===== src/rtl/bootlock_pkg.sv =====
`timescale 1ns/1ps
package bootlock_pkg;

    typedef enum logic [1:0] {
        OP_PROG = 2'd0,
        OP_SECT = 2'd1,
        OP_CHIP = 2'd2,
        OP_RSVD = 2'd3
    } op_kind_e;

    localparam int RGN_BOOT = 0;
    localparam int RGN_PAR1 = 1;
    localparam int RGN_PAR2 = 2;
    localparam int RGN_MAIN = 3;
    localparam int NUM_RGN  = 4;

    typedef struct packed {
        logic                 permit;
        logic [NUM_RGN-1:0]   erase_en;
    } verdict_t;

endpackage


===== src/rtl/bootlock_region_dec.sv =====
`timescale 1ns/1ps
module bootlock_region_dec
    import bootlock_pkg::*;
#(
    parameter int AW       = 19,
    parameter int SECT_W   = 13,
    parameter bit TOP_BOOT = 1'b0
) (
    input  logic [AW-1:0]      addr,
    output logic [NUM_RGN-1:0] hit
);
    localparam int IDX_W = AW - SECT_W;
    localparam logic [IDX_W-1:0] IDX_MAX = {IDX_W{1'b1}};

    logic [IDX_W-1:0] idx;
    assign idx = addr[AW-1:SECT_W];

    generate
        if (TOP_BOOT) begin : g_top
            always_comb begin
                hit = '0;
                if (idx == IDX_MAX)               hit[RGN_BOOT] = 1'b1;
                else if (idx == IDX_MAX - 1'b1)   hit[RGN_PAR1] = 1'b1;
                else if (idx == IDX_MAX - 2'd2)   hit[RGN_PAR2] = 1'b1;
                else                              hit[RGN_MAIN] = 1'b1;
            end
        end else begin : g_bottom
            always_comb begin
                hit = '0;
                if (idx == '0)                    hit[RGN_BOOT] = 1'b1;
                else if (idx == IDX_W'(1))        hit[RGN_PAR1] = 1'b1;
                else if (idx == IDX_W'(2))        hit[RGN_PAR2] = 1'b1;
                else                              hit[RGN_MAIN] = 1'b1;
            end
        end
    endgenerate

endmodule


===== src/rtl/bootlock_lockbit.sv =====
`timescale 1ns/1ps
module bootlock_lockbit (
    input  logic clk,
    input  logic rst_n,
    input  logic set_pulse,
    output logic locked
);
    logic lock_d, lock_q;

    always_comb begin
        lock_d = lock_q;
        if (set_pulse) lock_d = 1'b1;
    end

    always_ff @(posedge clk or negedge rst_n) begin
        if (!rst_n) lock_q <= 1'b0;
        else        lock_q <= lock_d;
    end

    assign locked = lock_q;

    // once set, the lock stays set until reset
    assert_lock_sticky_R8: assert property (@(posedge clk) disable iff (!rst_n)
        lock_q |=> lock_q);

    // a pulse always leaves the bit set
    assert_lock_set_R8: assert property (@(posedge clk) disable iff (!rst_n)
        set_pulse |=> lock_q);

endmodule


===== src/rtl/bootlock_policy.sv =====
`timescale 1ns/1ps
module bootlock_policy
    import bootlock_pkg::*;
(
    input  op_kind_e            kind,
    input  logic [NUM_RGN-1:0]  hit,
    input  logic                locked,
    input  logic                hv,
    output verdict_t            verdict
);
    logic boot_open;
    logic combined_sel;

    assign boot_open    = !locked || hv;
    assign combined_sel = hit[RGN_MAIN] || hit[RGN_BOOT];

    always_comb begin
        verdict = '0;
        unique case (kind)
            OP_PROG: begin
                verdict.permit = !hit[RGN_BOOT] || boot_open;
            end
            OP_SECT: begin
                verdict.permit             = 1'b1;
                verdict.erase_en[RGN_PAR1] = hit[RGN_PAR1];
                verdict.erase_en[RGN_PAR2] = hit[RGN_PAR2];
                verdict.erase_en[RGN_MAIN] = combined_sel;
                verdict.erase_en[RGN_BOOT] = combined_sel && boot_open;
            end
            OP_CHIP: begin
                verdict.permit             = 1'b1;
                verdict.erase_en[RGN_PAR1] = 1'b1;
                verdict.erase_en[RGN_PAR2] = 1'b1;
                verdict.erase_en[RGN_MAIN] = 1'b1;
                verdict.erase_en[RGN_BOOT] = boot_open;
            end
            default: verdict = '0;
        endcase
    end

endmodule


===== src/rtl/bootlock_ctrl.sv =====
`timescale 1ns/1ps
module bootlock_ctrl
    import bootlock_pkg::*;
#(
    parameter int AW       = 19,
    parameter int DW       = 16,
    parameter int SECT_W   = 13,
    parameter bit TOP_BOOT = 1'b0,
    parameter int ID_ADDR  = 2
) (
    input  logic                clk,
    input  logic                rst_n,
    input  logic                req_valid,
    input  logic [1:0]          req_kind,
    input  logic [AW-1:0]       req_addr,
    input  logic                hv_override,
    input  logic                lock_pulse,
    input  logic                id_mode,
    input  logic [AW-1:0]       rd_addr,
    output logic                permit,
    output logic [NUM_RGN-1:0]  erase_en,
    output logic                locked,
    output logic [DW-1:0]       id_data
);
    op_kind_e            kind;
    logic [NUM_RGN-1:0]  hit;
    logic                lock_now;
    verdict_t            verdict;
    verdict_t            out_d, out_q;

    assign kind = op_kind_e'(req_kind);

    bootlock_region_dec #(
        .AW       (AW),
        .SECT_W   (SECT_W),
        .TOP_BOOT (TOP_BOOT)
    ) u_dec (
        .addr (req_addr),
        .hit  (hit)
    );

    bootlock_lockbit u_lock (
        .clk       (clk),
        .rst_n     (rst_n),
        .set_pulse (lock_pulse),
        .locked    (lock_now)
    );

    bootlock_policy u_pol (
        .kind    (kind),
        .hit     (hit),
        .locked  (lock_now),
        .hv      (hv_override),
        .verdict (verdict)
    );

    always_comb begin
        out_d = '0;
        if (req_valid) out_d = verdict;
    end

    always_ff @(posedge clk or negedge rst_n) begin
        if (!rst_n) out_q <= '0;
        else        out_q <= out_d;
    end

    assign permit   = out_q.permit;
    assign erase_en = out_q.erase_en;
    assign locked   = lock_now;

    always_comb begin
        id_data = '0;
        if (id_mode && rd_addr == AW'(ID_ADDR)) id_data[0] = lock_now;
    end

    // locked boot program without override is refused
    assert_boot_prog_refused_R6: assert property (@(posedge clk) disable iff (!rst_n)
        (req_valid && kind == OP_PROG && hit[RGN_BOOT] && lock_now && !hv_override)
        |=> !permit);

    // locked erase without override never touches the boot region
    assert_boot_erase_blocked_R4: assert property (@(posedge clk) disable iff (!rst_n)
        (req_valid && kind != OP_PROG && lock_now && !hv_override)
        |=> !erase_en[RGN_BOOT]);

    // chip erase always covers main and both parameter sectors
    assert_chip_covers_R5: assert property (@(posedge clk) disable iff (!rst_n)
        (req_valid && kind == OP_CHIP)
        |=> (erase_en[RGN_MAIN] && erase_en[RGN_PAR1] && erase_en[RGN_PAR2]));

    // no request gives a quiet verdict
    assert_idle_quiet_R10: assert property (@(posedge clk) disable iff (!rst_n)
        !req_valid |=> (!permit && erase_en == '0));

    // a program never raises an erase enable
    assert_prog_no_erase_R6: assert property (@(posedge clk) disable iff (!rst_n)
        (req_valid && kind == OP_PROG) |=> (erase_en == '0));

endmodule


===== config.mk =====
export PLATFORM = sky130hd
export DESIGN_NAME = bootlock_ctrl
export DESIGN_NICKNAME = d
export VERILOG_FILES = /design/src/rtl/bootlock_pkg.sv /design/src/rtl/bootlock_region_dec.sv /design/src/rtl/bootlock_lockbit.sv /design/src/rtl/bootlock_policy.sv /design/src/rtl/bootlock_ctrl.sv
export SDC_FILE = /design/constraint.sdc
export NUM_CORES = 1
export LEC_CHECK = 0
export ABC_AREA = 1
export BUFFER_PORTS_ARGS = -buffer_cell sky130_fd_sc_hd__buf_4
export CAP_MARGIN = 40
export CORE_MARGIN = 2
export CORE_UTILIZATION = 28
export DETAILED_ROUTE_END_ITERATION = 6
export MAX_ROUTING_LAYER = met4
export PLACE_DENSITY = 0.74
export SYNTH_ARGS = -nofsm -noshare
export SYNTH_HDL_FRONTEND = slang
export SYNTH_SLANG_ARGS = --single-unit

===== constraint.sdc =====
create_clock -name clk -period 0.8 [get_ports clk]
set_input_delay 0.16 -clock clk [delete_from_list [all_inputs] [get_ports clk]]
set_output_delay 0.16 -clock clk [all_outputs]
set_load 0.03 [all_outputs]

==> After elaboration in Yosys (flattened, before gate mapping) <==
Cells that the tools add are included.
W data, S select, Z words.
{ "totals": {"regBits": 6, "in_bits": 46, "output_inout_bits": 22, "elab_cells": 28} }
{ "classes": {"eq_ne": 5, "mux": 10, "n_reduce_logical": 10} }
{ "ops": {"columns": ["operator", "count"], "rows": [
  ["$eq A19 B2 Y1 const B", 1],
  ["$pmux W4 S2", 1],
  ["$eq A6 B1 Y1 const B", 1],
  ["$eq A6 B2 Y1 const B", 1],
  ["$logic_not A6 Y1", 1],
  ["$mux W1", 5],
  ["$mux W5", 1],
  ["$logic_or A1 B1 Y1", 3],
  ["$mux W3", 1],
  ["$eq A2 B1 Y1 const B", 1],
  ["$eq A2 B2 Y1 const B", 1],
  ["$logic_and A1 B1 Y1", 2],
  ["$logic_not A1 Y1", 2],
  ["$logic_not A2 Y1", 1],
  ["$mux W2", 1],
  ["$pmux W1 S2", 1],
  ["$reduce_or A2 Y1", 1]
]} }

==> Longest topological paths before layout <==
Gate-level depths: netlist (run 1).
{ "depth": {"depth_word": 8, "depth_mapped": 7} }

==> By module <==
Synthesis (run 1) repeated with hierarchy kept, for this count alone.
{ "unflattened": {"hier_cells": 93, "hier_area_um2": 618.1} }
{ "by_module_without_submodules": {"columns": ["mod", "instances", "cells_per_inst", "area_each_um2", "seq_area_each_um2"], "rows": [
  ["bootlock_ctrl", 1, 50, 356.6, 125.1],
  ["bootlock_policy", 1, 26, 167.7, 0.0],
  ["bootlock_region_dec", 1, 13, 57.6, 0.0],
  ["bootlock_lockbit", 1, 4, 36.3, 25.0]
]} }

==> Least setup slack after synthesis (run 1) <==
No wires, ideal clock.
{ "synth_timing": {"path_kind": "register to output", "start": "register u_lock.lock_q, in the netlist u_lock.locked", "end": "output port id_data[0]", "t_arrival_ns": 1.306, "setup_slack_ns": -0.666, "path_stages_with_launch": 5, "n_path_buf": 0, "cell_sequence": "dfrtp_1 -> inv_1 -> or2_1 -> nor2_1 -> nor3b_2"} }
{ "synth_via": {"elab_chain_len": 1} }
{ "synth_rtl": {"columns": ["element", "line_no", "text"], "rows": [
  ["start: declaration", "bootlock_lockbit.sv:8", "logic lock_d, lock_q;"],
  ["start signal: assignment", "bootlock_lockbit.sv:17", "else lock_q <= lock_d;"],
  ["$mux W1", "bootlock_ctrl.sv:73", "if (id_mode && rd_addr == AW'(ID_ADDR)) id_data[0] = lock_now;"],
  ["end: declaration", "bootlock_ctrl.sv:23", "output logic [DW-1:0] id_data"]
]} }
Every way passes these cells.

==> Worst setup path after layout (run 1) <==
Same ends and word-level chain as after synthesis.

==> flow_summary.toml, run 1 <==
[status]
outcome = "finished with violations"
violations = "negative setup slack"

[sta]
hold_ws_ns = 0.117
setup_ws_ns = -0.607
rsz0062_at_grt = "yes"
fin_crit_sh = 1.76
hold_viol_final = 0
post-route-min-period_ns = 1.41
final-setup-viol-count = 9
finClkSkew_ns = 0.00554
slew_violations = 0
max_freq_mhz = 711
finalSetupTns_ns = -1.86

[drt]
drc = 0
firstDrtPassIters = 4
drt_iter0_markers = 3
vias_per_cell = 4.00
num_vias = 604
finalWirelength_mm = 1.23
wire_per_inst_um = 8.17
ant_nets = 0

[clock_network]
clk_pin_slew_ns = 0.05
clock_path_buffers = 2
cts_tree = "built"
cts_buffers = 3
clk_latency_ns = 0.24
clkSinkCount = 6
h-tree-depth = 1
root_buffer = "clkbuf_4"

[place]
io_buffers = 39
hpwl_mm = 1.10
globalplace.congestion = 0.723

[global_routing]
grt_max_degree = 7
grt_pass1_wl_mm = 1.68
grt.total_usage = 0.112
grt_overflow = 0
grt_antenna_before_repair = 0
grt_pass1_vias = 495

[critical_path]
path_class = "flip-flop to output pin"
crit_path_end_kind = "output pin"
crit_slowest_cell = "dfrtp_2"
cp_slowest_stage_delay_ns = 0.36
cp.arrival_ns = 1.25
cp_cell_sequence = "inv_2, or2_1, nor2_1, nor3b_4, buf_6"
crit_fanout = 2
start_kind = "flip-flop"
crit_required_ns = 0.64

[yosys]
ys.warnings.count = 0
yosys_register_bits = 6
synth_top_area_frac = 0.275
mappedNetlistArea_um2 = 546
yosysSeqAreaShare = 0.275
yosysUniqueCellTypes = 14
synth_edf_count = 0
synthMostInstantiatedCell = "nor2_1"
synth_top_area_cell = "dfrtp_1"
syn_area_per_cell_um2 = 6.99
ys_top_cells_by_count = "nor2_1, buf_4, inv_1"
synthCells = 78
async_flop_share = 1.00
synth_ff_type = "dfrtp_1"
netlist_top_cells_area = "dfrtp_1, buf_4, nor2_1, ha_1, inv_1"

[pwr]
comb_power_share = 0.379
switching_share = 0.324
p_per_area_nw_per_um2 = 1050
seqPwrFrac = 0.323
switching_power_w = 0.000322
internal_power_w = 0.000674
power.leakage_nw = 0.552
p_clk_frac = 0.299
peakVddDrop_v = 0.000528

[final_layout]
areaGrowthSynthToFinish_pct = 74.5
layout-drive-gt1-share = 0.452
antenna_cells = 0
fin_nets = 177

[die]
placementRows = 15
start_util = 0.306
die_x_um = 48.1
core-area_um2 = 1780
dieArea_um2 = 2320
die_h_um = 48.1
pin_count = 68

[run]
drv_cap = 0

[hold_path]
hp-class = "primary input to flip-flop"
## per-stage QoR
step                instances  total power, W  setup WS (ns)  area [um^2]   util
global placement          145        0.000676         -0.351          860  0.482
CTS                       152         0.00101         -0.624          963  0.540
detailed placement        145        0.000682         -0.364          860  0.482
global route              151         0.00107         -0.684          952  0.534
floorplan                  92        0.000567         -0.477          618      -
finish                    151        0.000996         -0.607          952  0.534
## power by group through the flow
stage | clock network [W] | registers [W] | logic [W]
after CTS | 0.000313 | 0.000322 | 0.000378
after global routing | 0.000338 | 0.000322 | 0.000415
after global placement | 0 | 0.000324 | 0.000351
after detailed placement | 0 | 0.000324 | 0.000358
final | 0.000298 | 0.000321 | 0.000377
after floorplan | 0 | 0.000348 | 0.000219
## layer usage
metal  vias to the layer above  part of all wire  routed length, um  track usage
met4                         0                 0                  0       0.0649
li1                        302                 -                  -            -
met5                         -                 0                  0            -
met2                        43              0.52                643        0.224
met1                       259              0.32                394       0.0818
met3                         0              0.16                197       0.0370
## placed cells by master, fill, tap and decap left out
cell,count
a21oi_1,2
a21oi_2,1
buf_4,36
buf_6,8
clkbuf_1,1
clkbuf_4,3
conb_1,15
dfrtp_1,5
dfrtp_2,1
dlygate4sd3_1,1
ha_1,3
ha_4,1
inv_1,10
inv_2,3
nand2_1,6
nand3_1,5
nand3_2,1
nand3b_1,1
nand4_1,2
nor2_1,17
nor2_4,1
nor3b_4,1
or2_1,1
or2_4,1
## logic make-up (layout without fill, tap and decap cells)
kind of cell / count (synthesis) / count (layout) / synth area share
AOI/OAI and AO/OA: 3 / 3 / 0.0275
other: 1 / 15 / 0.00687
adders and majority gates: 4 / 4 / 0.0917
buffers and inverters: 28 / 62 / 0.296
DFF: 6 / 6 / 0.275
and+or+nand+nor: 36 / 36 / 0.303
## critical path: cells and delay by family (launching register included)
| family | cells | cell delay [ns] |
|---|---|---|
| AND/OR/NAND/NOR | 3 | 0.47 |
| buffers and inverters | 2 | 0.18 |
| flip-flops | 1 | 0.36 |
## flip-flops by register name, summed over array words and instances, names as in the netlist
register,flops
u_lock.locked,1
erase_en,4
permit,1
## worst paths after layout
check                         startpoint       endpoint  slack [ns]  cells past startpoint
max reg2reg                u_lock.locked  u_lock.locked       -0.18                      3
min                           lock_pulse  u_lock.locked        0.12                      2
max in group asynchronous          rst_n  u_lock.locked        0.42                      2
min in group asynchronous          rst_n    erase_en[1]        0.26                      2
min reg2reg                u_lock.locked  u_lock.locked        0.67                      3
max                        u_lock.locked     id_data[0]       -0.61                      5
## what timing repair did
action                                  4_1_cts  5_1_grt
buffers inserted                              2        0
pin swaps                                     3        3
endpoints found under the setup margin       10       10
hold buffers                                  1        0
hold endpoints to repair                      6        0
resized for setup                            14        0
## final cells by class
class / instances / area (um^2)
Tap cell: 25 / 31.3
Timing Repair Buffer: 45 / 370
Multi-Input combinational cell: 58 / 324
Clock buffer: 4 / 26.3
Inverter: 13 / 48.8
Fill cell: 175 / 831
Sequential cell: 6 / 151
No activity file was read; power rests on OpenSTA's default activity.
==> run 2, diff against run 1 <==
CORE_UTILIZATION = 29   (was 28)
CTS_BUF_LIST = sky130_fd_sc_hd__clkbuf_8   (was default)
PLACE_DENSITY = 0.76   (was 0.74)
==> flow_summary.toml, run 2 (synthesis gave the netlist of run 1 again) <==
[drt]
finalWirelength_mm = 1.46
drt_iter0_markers = 11
num_vias = 624
vias_per_cell = 4.03
drc = 0
ant_nets = 0
wire_per_inst_um = 9.43
firstDrtPassIters = 4

[global_routing]
grt_overflow = 0
grt_antenna_before_repair = 0
grt.total_usage = 0.132
busiest_layer = "met2"
grt_pass1_vias = 552
use_met2 = 0.268
grtUsageMet3 = 0.0462
grt_use_met1 = 0.100
grt_max_degree = 7
grt_pass1_wl_mm = 1.93

[sta]
post-route-min-period_ns = 1.40
slew_violations = 0
final-setup-viol-count = 10
setup_ws_ns = -0.603
fin_crit_sh = 1.75
finClkSkew_ns = 0.00383
finalSetupTns_ns = -2.12
rsz0062_at_grt = "yes"
max_freq_mhz = 713
hold_viol_final = 0

[critical_path]
crit_path_end_kind = "output pin"
crit_fanout = 2
start_kind = "flip-flop"
crit_required_ns = 0.64
path_class = "flip-flop to output pin"
cp.arrival_ns = 1.24

[final_layout]
final_common_cell = "buf_4"
largest_reg_flops = 4
nFillCells = 161
fin_util = 0.581
seqCellArea_um2 = 151
final_cells = 155
antenna_cells = 0
areaGrowthSynthToFinish_pct = 86.0
fin_nets = 181
multi_input_area_um2 = 327
final_cell_mix = "buf_4, nor2_1, conb_1, inv_1, buf_6"
layout-drive-gt1-share = 0.477

[pwr]
power.leakage_nw = 0.587
p_per_area_nw_per_um2 = 1160
peakVddDrop_v = 0.000711
total_power_w = 0.00118

[clock_network]
clk_latency_ns = 0.22
cts_buffers = 3
root_buffer = "clkbuf_8"
cts_tree = "built"
h-tree-depth = 1
clk_pin_slew_ns = 0.04
clock_path_buffers = 2
clkSinkCount = 6

[die]
dieArea_um2 = 2240
start_util = 0.313
die_x_um = 47.4
die_h_um = 47.4
core-area_um2 = 1750
pin_count = 68
placementRows = 15

[status]
violations = "negative setup slack"
outcome = "finished with violations"

[place]
io_buffers = 39
dp_cells = 147
globalplace.congestion = 0.682
preCtsSetupSlack_ns = -0.392
hpwl_mm = 1.20

[hold_path]
hp-class = "primary input to flip-flop"

[run]
drv_cap = 0
-- run 2: worst paths after layout --
check	start	end	slack (ns)	cells past startpoint
setup / recovery	u_lock.locked	id_data[0]	-0.60	5
hold / removal	lock_pulse	u_lock.locked	0.14	2
setup reg to reg	u_lock.locked	u_lock.locked	-0.28	4
hold reg to reg	u_lock.locked	u_lock.locked	0.75	4
max in group asynchronous	rst_n	u_lock.locked	0.38	2
min in group asynchronous	rst_n	erase_en[3]	0.30	2
-- run 2: critical path, stage by stage, from the launching register on --
cell and delay (ns):
dfrtp_2 0.35, inv_2 0.03, or2_1 0.19, nor2_1 0.10, nor3b_4 0.19, buf_6 0.15
-- run 2: layer usage --
layer  vias to the layer above  share of wire
li1                        310              -
met1                       267           0.29
met2                        47           0.53
met3                         0           0.18
met4                         0              0
met5                         -              0
-- run 2: timing repair --
item,CTS,global route
gates resized for setup,15,3
pin swaps,3,3
setup endpoints to repair,10,10
hold buffers,1,0
endpoints found under the hold margin,6,0
buffers inserted,2,2
-- run 2: area by class of cell --
class | instances | share of cell area
clock inverters | 1 | 0.00370
inverters | 13 | 0.0481
multi-input cells | 58 | 0.322
flip-flops and latches | 6 | 0.149
well taps | 25 | 0.0308
repair buffers | 49 | 0.406
clock buffers | 3 | 0.0407
-- run 2: power breakdown --
group	internal [W]	switching, W	total, W	leakage (nW)
logic	0.000181	0.000217	0.000398	0.484
registers	0.000317	0.00000586	0.000323	0.0761
clock network	0.000329	0.000126	0.000455	0.0269
-- run 2: stage by stage --
step	hold slack (ns)	cell area [um^2]
after floorplan	-0.136	618
final	0.141	1010
after global placement	-0.0337	875
after CTS	0.140	1000
after detailed placement	-0.0318	875
after global routing	0.136	1010
==> run 3, diff against run 2 <==
BUFFER_PORTS_ARGS = default   (was -buffer_cell sky130_fd_sc_hd__buf_4)
CORE_AREA = 2 2 39 41   (was default)
CORE_MARGIN = default   (was 2)
CORE_UTILIZATION = default   (was 29)
DIE_AREA = 0 0 41 43   (was default)
DONT_BUFFER_PORTS = 1   (was default)
PLACE_DENSITY = default   (was 0.76)
==> flow_summary.toml, run 3 (synthesis gave the netlist of run 1 again) <==
[die]
dieArea_um2 = 1760
die_h_um = 43
pin_count = 68
die_x_um = 41
core-area_um2 = 1380
start_util = 0.394
placementRows = 14

[critical_path]
cp.arrival_ns = 1.23
cp_cell_sequence = "inv_2, or2_1, nor2_1, nor3b_4, buf_6"
start_kind = "flip-flop"
crit_required_ns = 0.64
path_class = "flip-flop to output pin"
cp_slowest_stage_delay_ns = 0.35
crit_fanout = 2
crit_slowest_cell = "dfrtp_2"
crit_path_end_kind = "output pin"

[final_layout]
largest_reg_flops = 4
final_common_cell = "nor2_1"
fin_nets = 138
antenna_cells = 0
layout-drive-gt1-share = 0.276
final_cell_mix = "nor2_1, conb_1, inv_1, nand2_1, dfrtp_2"
areaGrowthSynthToFinish_pct = 20.0

[sta]
slew_violations = 0
post-route-min-period_ns = 1.39
hold_ws_ns = 0.0498
hold_viol_final = 0
finClkSkew_ns = 0.00457
final-setup-viol-count = 10
max_freq_mhz = 720
setup_ws_ns = -0.590
rsz0062_at_grt = "yes"
fin_crit_sh = 1.74

[drt]
vias_per_cell = 4.27
firstDrtPassIters = 4
ant_nets = 0
finalWirelength_um = 823
wire_per_inst_um = 7.99
drc = 0
drt_iter0_markers = 5
num_vias = 440

[place]
globalplace.congestion = 0.689
preCtsSetupSlack_ns = -0.372
hpwl_um = 753
io_buffers = 0

[clock_network]
clk_latency_ns = 0.22
cts_buffers = 3
cts_tree = "built"
clock_path_buffers = 2
clk_pin_slew_ns = 0.04
clkSinkCount = 6
h-tree-depth = 1
root_buffer = "clkbuf_8"

[pwr]
comb_power_share = 0.193
peakVddDrop_v = 0.000624
internal_power_w = 0.000693
power.leakage_nw = 0.361
seqPwrFrac = 0.352
switching_power_w = 0.000294
p_clk_frac = 0.455
p_per_area_nw_per_um2 = 1510
switching_share = 0.298

[status]
violations = "negative setup slack"
outcome = "finished with violations"

[global_routing]
grt_overflow = 0
grt_max_degree = 7
grt_pass1_wl_mm = 1.29
grt_antenna_before_repair = 0
grt.total_usage = 0.109
grt_pass1_vias = 379

[hold_path]
hp-class = "primary input to flip-flop"

[run]
drv_cap = 0
[run 3: layout make-up]
type	count	area, um^2
Fill cell	160	729
Multi-Input combinational cell	58	324
Sequential cell	6	158
Timing Repair Buffer	6	58.8
Inverter	13	48.8
Clock buffer	3	41.3
Tap cell	16	20.0
Clock inverter	1	3.75
[run 3: stage by stage]
step	cells	power, W	util	TNS [ns]	cell area [um^2]
global route	103	0.00104	0.473	-1.98	654
CTS	103	0.000991	0.471	-1.74	652
finish	103	0.000987	0.473	-1.65	654
global placement	96	0.000520	0.396	-0.736	548
floorplan	92	0.000567	-	-0.722	618
detailed placement	96	0.000523	0.396	-0.798	548
[run 3: power groups by stage]
stage	Clock [W]	Sequential, W	Combinational (W)
2_1_floorplan	0	0.000348	0.000219
3_3_place_gp	0	0.000349	0.000171
3_5_place_dp	0	0.000349	0.000173
4_1_cts	0.000455	0.000348	0.000189
5_1_grt	0.000479	0.000349	0.000217
6_report	0.000449	0.000347	0.000191
[run 3: final timing paths]
check	startpoint	end	slack, ns	cells past startpoint
max reg2reg	u_lock.locked	permit	-0.39	8
min reg2reg	u_lock.locked	u_lock.locked	0.67	2
min	lock_pulse	u_lock.locked	0.05	1
max in group asynchronous	rst_n	erase_en[2]	0.33	1
min in group asynchronous	rst_n	u_lock.locked	0.24	1
max	u_lock.locked	id_data[0]	-0.59	5
[run 3: metal layers]
metal	part of all wire	global-route usage	wire, um
met5	0	-	0
met4	0	0.0600	0
met3	0.18	0.0419	150
met2	0.49	0.159	406
met1	0.32	0.123	266
[run 3: worst max-delay path, delay by kind of cell, from the launching register on]
family                 cells  cell delay, ns
and+or+nand+nor            3            0.47
DFF                        1            0.35
buffers and inverters      2            0.18
[run 3: what timing repair did]
item	in CTS	in global routing
hold buffers	1	0
setup endpoints to repair	10	10
pin swaps	4	3
endpoints found under the hold margin	6	0
gates resized for setup	12	1
buffers inserted	9	0
